**src/rtl/nwb_pkg.sv**
```systemverilog
package nwb_pkg;
  typedef enum logic [2:0] {
    PH_IDLE, PH_UNL1, PH_UNL2, PH_LOAD, PH_COUNT, PH_DATA, PH_CONF
  } phase_t;

  localparam logic [11:0] UNLOCK_ADDR_A = 12'h555;
  localparam logic [11:0] UNLOCK_ADDR_B = 12'h2AA;
  localparam logic [7:0]  UNLOCK_CODE_A = 8'hAA;
  localparam logic [7:0]  UNLOCK_CODE_B = 8'h55;
  localparam logic [7:0]  CODE_BUF_LOAD = 8'h25;
  localparam logic [7:0]  CODE_CONFIRM  = 8'h29;
endpackage

```
**src/rtl/nwb_len_check.sv**
```systemverilog
module nwb_len_check #(
  parameter int CW    = 8,
  parameter int DEPTH = 32
) (
  input  logic [CW-1:0] cnt,
  output logic          ok
);
  // a burst must hold at least one word and fit in the device buffer
  always_comb ok = (cnt != '0) && (int'(cnt) <= DEPTH);
endmodule

```
**src/rtl/nwb_addr_ctr.sv**
```systemverilog
module nwb_addr_ctr #(
  parameter int AW = 24,
  parameter int CW = 8
) (
  input  logic          clk,
  input  logic          rst_n,
  input  logic          load,
  input  logic [AW-1:0] load_addr,
  input  logic [CW-1:0] load_cnt,
  input  logic          step,
  output logic [AW-1:0] cur_addr,
  output logic [AW-1:0] last_addr,
  output logic [CW-1:0] remain,
  output logic          final_word
);
  always_ff @(posedge clk) begin
    if (!rst_n) begin
      cur_addr  <= '0;
      last_addr <= '0;
      remain    <= '0;
    end else if (load) begin
      cur_addr  <= load_addr;
      last_addr <= load_addr;
      remain    <= load_cnt;
    end else if (step) begin
      last_addr <= cur_addr;
      cur_addr  <= cur_addr + 1'b1;
      remain    <= remain - 1'b1;
    end
  end

  always_comb final_word = (remain == CW'(1));

  AST_STEP_RECORDS_LAST: assert property (@(posedge clk) disable iff (!rst_n)
    step && !load |=> last_addr == $past(cur_addr));
  AST_STEP_ADVANCES: assert property (@(posedge clk) disable iff (!rst_n)
    step && !load |=> cur_addr == $past(cur_addr) + 1'b1);
endmodule

```
**src/rtl/nor_wrbuf_seq.sv**
```systemverilog
module nor_wrbuf_seq
  import nwb_pkg::*;
#(
  parameter int AW    = 24,
  parameter int DW    = 16,
  parameter int CW    = 8,
  parameter int DEPTH = 32
) (
  input  logic          clk,
  input  logic          rst_n,
  input  logic          start,
  input  logic [AW-1:0] start_addr,
  input  logic [CW-1:0] word_cnt,
  input  logic          s_valid,
  input  logic [DW-1:0] s_data,
  output logic          s_ready,
  output logic          wr_en,
  output logic [AW-1:0] wr_addr,
  output logic [DW-1:0] wr_data,
  output logic          busy,
  output logic          done,
  output logic          err
);
  localparam logic [AW-1:0] ADDR_A = AW'(UNLOCK_ADDR_A);
  localparam logic [AW-1:0] ADDR_B = AW'(UNLOCK_ADDR_B);

  phase_t        phase, phase_nx;
  logic          cnt_ok, accept, step, final_word;
  logic [AW-1:0] cur_addr, last_addr;
  logic [CW-1:0] remain;
  logic [CW-1:0] cnt_m1;
  logic          done_q, err_q;

  nwb_len_check #(.CW(CW), .DEPTH(DEPTH)) u_len (
    .cnt (word_cnt),
    .ok  (cnt_ok)
  );

  assign accept = (phase == PH_IDLE) && start && cnt_ok;
  assign step   = (phase == PH_DATA) && s_valid;

  nwb_addr_ctr #(.AW(AW), .CW(CW)) u_ctr (
    .clk        (clk),
    .rst_n      (rst_n),
    .load       (accept),
    .load_addr  (start_addr),
    .load_cnt   (word_cnt),
    .step       (step),
    .cur_addr   (cur_addr),
    .last_addr  (last_addr),
    .remain     (remain),
    .final_word (final_word)
  );

  always_comb begin
    phase_nx = phase;
    unique case (phase)
      PH_IDLE:  if (accept) phase_nx = PH_UNL1;
      PH_UNL1:  phase_nx = PH_UNL2;
      PH_UNL2:  phase_nx = PH_LOAD;
      PH_LOAD:  phase_nx = PH_COUNT;
      PH_COUNT: phase_nx = PH_DATA;
      PH_DATA:  if (s_valid && final_word) phase_nx = PH_CONF;
      PH_CONF:  phase_nx = PH_IDLE;
      default:  phase_nx = PH_IDLE;
    endcase
  end

  always_ff @(posedge clk) begin
    if (!rst_n) begin
      phase  <= PH_IDLE;
      done_q <= 1'b0;
      err_q  <= 1'b0;
    end else begin
      phase  <= phase_nx;
      done_q <= (phase == PH_CONF);
      err_q  <= (phase == PH_IDLE) && start && !cnt_ok;
    end
  end

  // count register still holds the full count until the first data beat
  assign cnt_m1 = remain - 1'b1;

  always_comb begin
    wr_en   = 1'b0;
    wr_addr = '0;
    wr_data = '0;
    unique case (phase)
      PH_UNL1:  begin wr_en = 1'b1; wr_addr = ADDR_A;    wr_data = DW'(UNLOCK_CODE_A); end
      PH_UNL2:  begin wr_en = 1'b1; wr_addr = ADDR_B;    wr_data = DW'(UNLOCK_CODE_B); end
      PH_LOAD:  begin wr_en = 1'b1; wr_addr = cur_addr;  wr_data = DW'(CODE_BUF_LOAD); end
      PH_COUNT: begin wr_en = 1'b1; wr_addr = cur_addr;  wr_data = DW'(cnt_m1);        end
      PH_DATA:  begin wr_en = s_valid; wr_addr = cur_addr; wr_data = s_data;          end
      PH_CONF:  begin wr_en = 1'b1; wr_addr = last_addr; wr_data = DW'(CODE_CONFIRM);  end
      default:  ;
    endcase
  end

  assign s_ready = (phase == PH_DATA);
  assign busy    = (phase != PH_IDLE);
  assign done    = done_q;
  assign err     = err_q;

  AST_FIRST_UNLOCK: assert property (@(posedge clk) disable iff (!rst_n)
    $rose(busy) |-> wr_en && wr_addr == ADDR_A && wr_data == DW'(UNLOCK_CODE_A));
  AST_SECOND_UNLOCK: assert property (@(posedge clk) disable iff (!rst_n)
    $rose(busy) |=> wr_en && wr_addr == ADDR_B && wr_data == DW'(UNLOCK_CODE_B));
  AST_CONFIRM_AT_LAST: assert property (@(posedge clk) disable iff (!rst_n)
    wr_en && wr_data == DW'(CODE_CONFIRM) && !s_ready && busy && $past(s_ready)
      |-> $past(wr_en) && wr_addr == $past(wr_addr));
  AST_DONE_AFTER_CONFIRM: assert property (@(posedge clk) disable iff (!rst_n)
    done |-> !busy && $past(wr_en) && $past(wr_data) == DW'(CODE_CONFIRM));
  AST_DONE_PULSE: assert property (@(posedge clk) disable iff (!rst_n)
    done |=> !done);
  AST_ERR_QUIET: assert property (@(posedge clk) disable iff (!rst_n)
    err |-> !busy && !wr_en && $past(start) && !$past(busy));
  AST_READY_NO_STALL: assert property (@(posedge clk) disable iff (!rst_n)
    s_ready && s_valid |-> wr_en && wr_data == s_data);
endmodule

```
**config.mk**
```make
export PLATFORM = sky130hd
export DESIGN_NAME = nor_wrbuf_seq
export DESIGN_NICKNAME = d
export VERILOG_FILES = /design/src/rtl/nwb_pkg.sv /design/src/rtl/nwb_len_check.sv /design/src/rtl/nwb_addr_ctr.sv /design/src/rtl/nor_wrbuf_seq.sv
export SDC_FILE = /design/constraint.sdc
export NUM_CORES = 1
export LEC_CHECK = 0
export CAP_MARGIN = 20
export CORE_MARGIN = 1
export CORE_UTILIZATION = 35
export CTS_BUF_LIST = sky130_fd_sc_hd__clkbuf_16
export DETAILED_ROUTE_END_ITERATION = 12
export DONT_BUFFER_PORTS = 1
export PLACE_DENSITY = 0.48
export SLEW_MARGIN = 20
export SYNTH_ARGS = -nofsm -noshare
export SYNTH_HDL_FRONTEND = slang
export SYNTH_HIERARCHICAL = 1
export SYNTH_SLANG_ARGS = --single-unit
```
**constraint.sdc**
```tcl
create_clock -name clk -period 2.59 [get_ports clk]
set_input_delay 0.1295 -clock clk [delete_from_list [all_inputs] [get_ports clk]]
set_output_delay 0.1295 -clock clk [all_outputs]
set_load 0.01 [all_outputs]
```
==> impl_results.md <==
- Setup WS pre-CTS: 0.273 ns
- Post-Route Setup TNS: 0 ns
- Port bufs: 0
- RSZ-0062 raised after global routing: no
- CP startpoint kind: flop
- Cts bufs inserted: 9
- Post-Syn Area: between 3000 and 4000 um2
- Ports: 97
- Min-Delay Endpoint: u_ctr/cur_addr[21]$_SDFFE_PN0P_
- Synthesis-to-finish area growth: 18.1%
- Leakage power: 0.00149 uW
- Die Y-Extent: 104 um
- Synth cell types: 51
- WP data required: 2.84 ns
- Crit path capture type: flop
- Syn. warnings: 6
- Crit-path max cell delay: 0.51 ns
- Flop2flop setup slack: ~0.35 ns
- Worst Path Buf+Inv: 0
- Synthesized instance count: 462
- Max-Cap Viols: 0
- Vias in the first global route: 3367
- Area share of the largest cell type after synthesis: 33.2%
- Share of cells above drive strength 1: 14.5%
- Fill cell count: about 1100
- First-pass GRT wire length: 17.8 mm
- ANT nets after route: 0
- Max-slew violation count: 0
- CTS Sinks: 61
- Post-synthesis sequential area ratio: 33.2%
- Final Hold Vio Count: 2
- Worst hold margin: -0.00145 ns
- DR vias: 3553
- Pwr Density: 543 nW/um2
- Commonest non-fill, non-tap cells in the layout: o21ai_0, dfxtp_1, a21oi_1
- Synth area leaders: dfxtp_1, o21ai_0, a21oi_1
- Top cell type by total area after synthesis: dfxtp_1
- HP Start: rst_n
- Grt total ovfl: 0
- Rows: 37
- Hold Path Class: input port to flop
- Mapped Nets: between 500 and 600
- Critical R2R Capture: u_ctr/cur_addr[15]$_SDFFE_PN0P_
- Synth Register Bits: 61
- Critical path fanouts, max: 8
- Clock Path Buffers: 2
- Full die area: around 11000 um2
- Htree depth: 3
- Final nets: 539
- Diode count: 0
- VDD IR max: between 0.2 and 0.3 mV
- Initial Util: between 30% and 40%
- Drt first pass iters: 5
- Rel. slew slack: 47.0%
- Vias per Instance: about 5.7
- DP Area: 4010 um2
- First DRT Iteration DRCs: 178
- DIE WIDTH: between 100 and 150 um
- F_max: roughly 450 MHz
- Post-CTS Hold Buffers: 5
- Syn Area/Cell: 7.95 um2
- Final instance area: 4340 um2
- Post-CTS resize count: 0
- Dpl hpwl: around 7.4 mm
- CP delay by family, top: simple AND/OR/NAND/NOR gates
- Layout Skew: ~0.0066 ns
- Wire per inst: 17.8 um
- CP max-delay cell: or4_1
- Worst-Skew Late Latency: between 0.3 and 0.4 ns
- R2r startpoint: phase[2]$_SDFFE_PN0P_
- Violations in the final reports: negative hold slack
- Hold Path Stages: 2
- Gpl congestion: 0.821
- GR Util All Layers: 20.8%
- Status: finished, violations left
- Core Footprint: 10200 um2
- Clk slew on worst S/H paths: roughly 0.060 ns
- Worst reg2reg path depth: 7
- Worst-Margin Slew: 0.793 ns
- Setup ws final: 0.350 ns
- Initial antenna violation count: 0
- Worst path cell trace: nand2_1 > nor2_1 > and2_2 > and4_1 > nand4_1 > or4_1 > a31oi_1
- Final setup fails: 0
- Clock period minus worst slack: between 2 and 2.5 ns
- Crit share post-route: 86.5%
- Final wirelength: 11.1 mm
- Post CTS Setup Buffer Count: 0
- Crit Path Class: flop to flop
- CTS tree: built
- Arrival time at the worst endpoint: 2.49 ns
- CTS Root Cell: clkbuf_16
- Largest net degree at the start of global routing: 72
- Drt drc: 0
[worst register-to-register path: stages (launching register included)]
cell and delay (ns):
dfxtp_1 0.33, nand2_1 0.10, nor2_1 0.15, and2_2 0.21, and4_1 0.37, nand4_1 0.34
or4_1 0.52, a31oi_1 0.16
[per-stage QoR]
stage	total power, uW	utilization (%)	instances
after floorplan	1160	-	462
after global placement	1210	39.2	603
after detailed placement	1210	39.2	603
after CTS	2390	42.4	624
after global routing	2470	42.4	624
final	2350	42.4	624
[layout make-up]
cell class | instances | area, um2 | area share (%)
timing repair buffer | 45 | 363 | 8.36
inverter | 12 | 45.0 | 1.04
sequential | 61 | 1220 | 28.2
clock buffer | 9 | 225 | 5.19
tap | 136 | 170 | 3.92
clock inverter | 7 | 56.3 | 1.30
multi-input combinational | 354 | 2260 | 52.0
[kinds of logic after synthesis]
family                     after synthesis  synth area share, %
AOI/OAI and AO/OA                      180                 29.2
and+or+nand+nor                        125                 19.2
DFF                                     61                 33.2
buffers and inverters                   47                 5.35
muxes                                   25                 6.81
xor gates and xnor gates                20                 4.77
adders and majority gates                4                 1.36
[metal layers]
metal / wire length, um / GRT usage [%] / share of wire [%] / vias up
li1: - / - / - / 1765
met1: 5300 / 27.6 / 48 / 1693
met2: 5140 / 33.7 / 46 / 91
met3: 583 / 4.39 / 5.2 / 4
met4: 83 / 6.22 / 0.75 / 0
met5: 0 / 0 / 0 / -
[cells in the mapped netlist (all sizes together)]
library cell,number
o21ai,63
dfxtp,61
a21oi,53
nand2,38
mux2i,25
clkbuf,24
a22oi,20
nor2,14
or4,12
xnor2,12
buf,11
inv,11
and2,10
nor3,9
o21a,9
o31ai,9
a31oi,8
nand3,8
nand4,8
xor2,8
nor4,7
o211ai,7
and3,4
and4,4
ha,4
nand2b,3
or3,3
a211oi,2
o211a,2
o311a,2
o31a,2
a221oi,1
a32oi,1
a41o,1
and4b,1
clkinv,1
nor2b,1
nor4b,1
or2,1
or3b,1
[state kept, by name, indices dropped and copies added, names as in the netlist]
name / count
u_ctr/cur_addr: 24
u_ctr/last_addr: 24
u_ctr/remain: 8
phase: 3
done: 1
err: 1
[how the worst max path moves through the flow]
stage	startpoint	end	slack (ns)	depth (start not counted)
after global placement	word_cnt[1]	u_ctr/cur_addr[9]$_SDFFE_PN0P_	0.31	8
after CTS	phase[2]$_SDFFE_PN0P_	u_ctr/cur_addr[16]$_SDFFE_PN0P_	0.33	7
after floorplan	phase[2]$_SDFFE_PN0P_	u_ctr/cur_addr[15]$_SDFFE_PN0P_	0.08	11
final	phase[2]$_SDFFE_PN0P_	u_ctr/cur_addr[15]$_SDFFE_PN0P_	0.35	7
after global routing	phase[2]$_SDFFE_PN0P_	u_ctr/cur_addr[15]$_SDFFE_PN0P_	0.14	7
after detailed placement	word_cnt[1]	u_ctr/cur_addr[9]$_SDFFE_PN0P_	0.27	8
[power by group]
part | switching (uW) | internal (uW)
logic | 99.9 | 87.9
registers | 40.4 | 975
clock network | 423 | 729
Power figures use the tool's default switching activity.
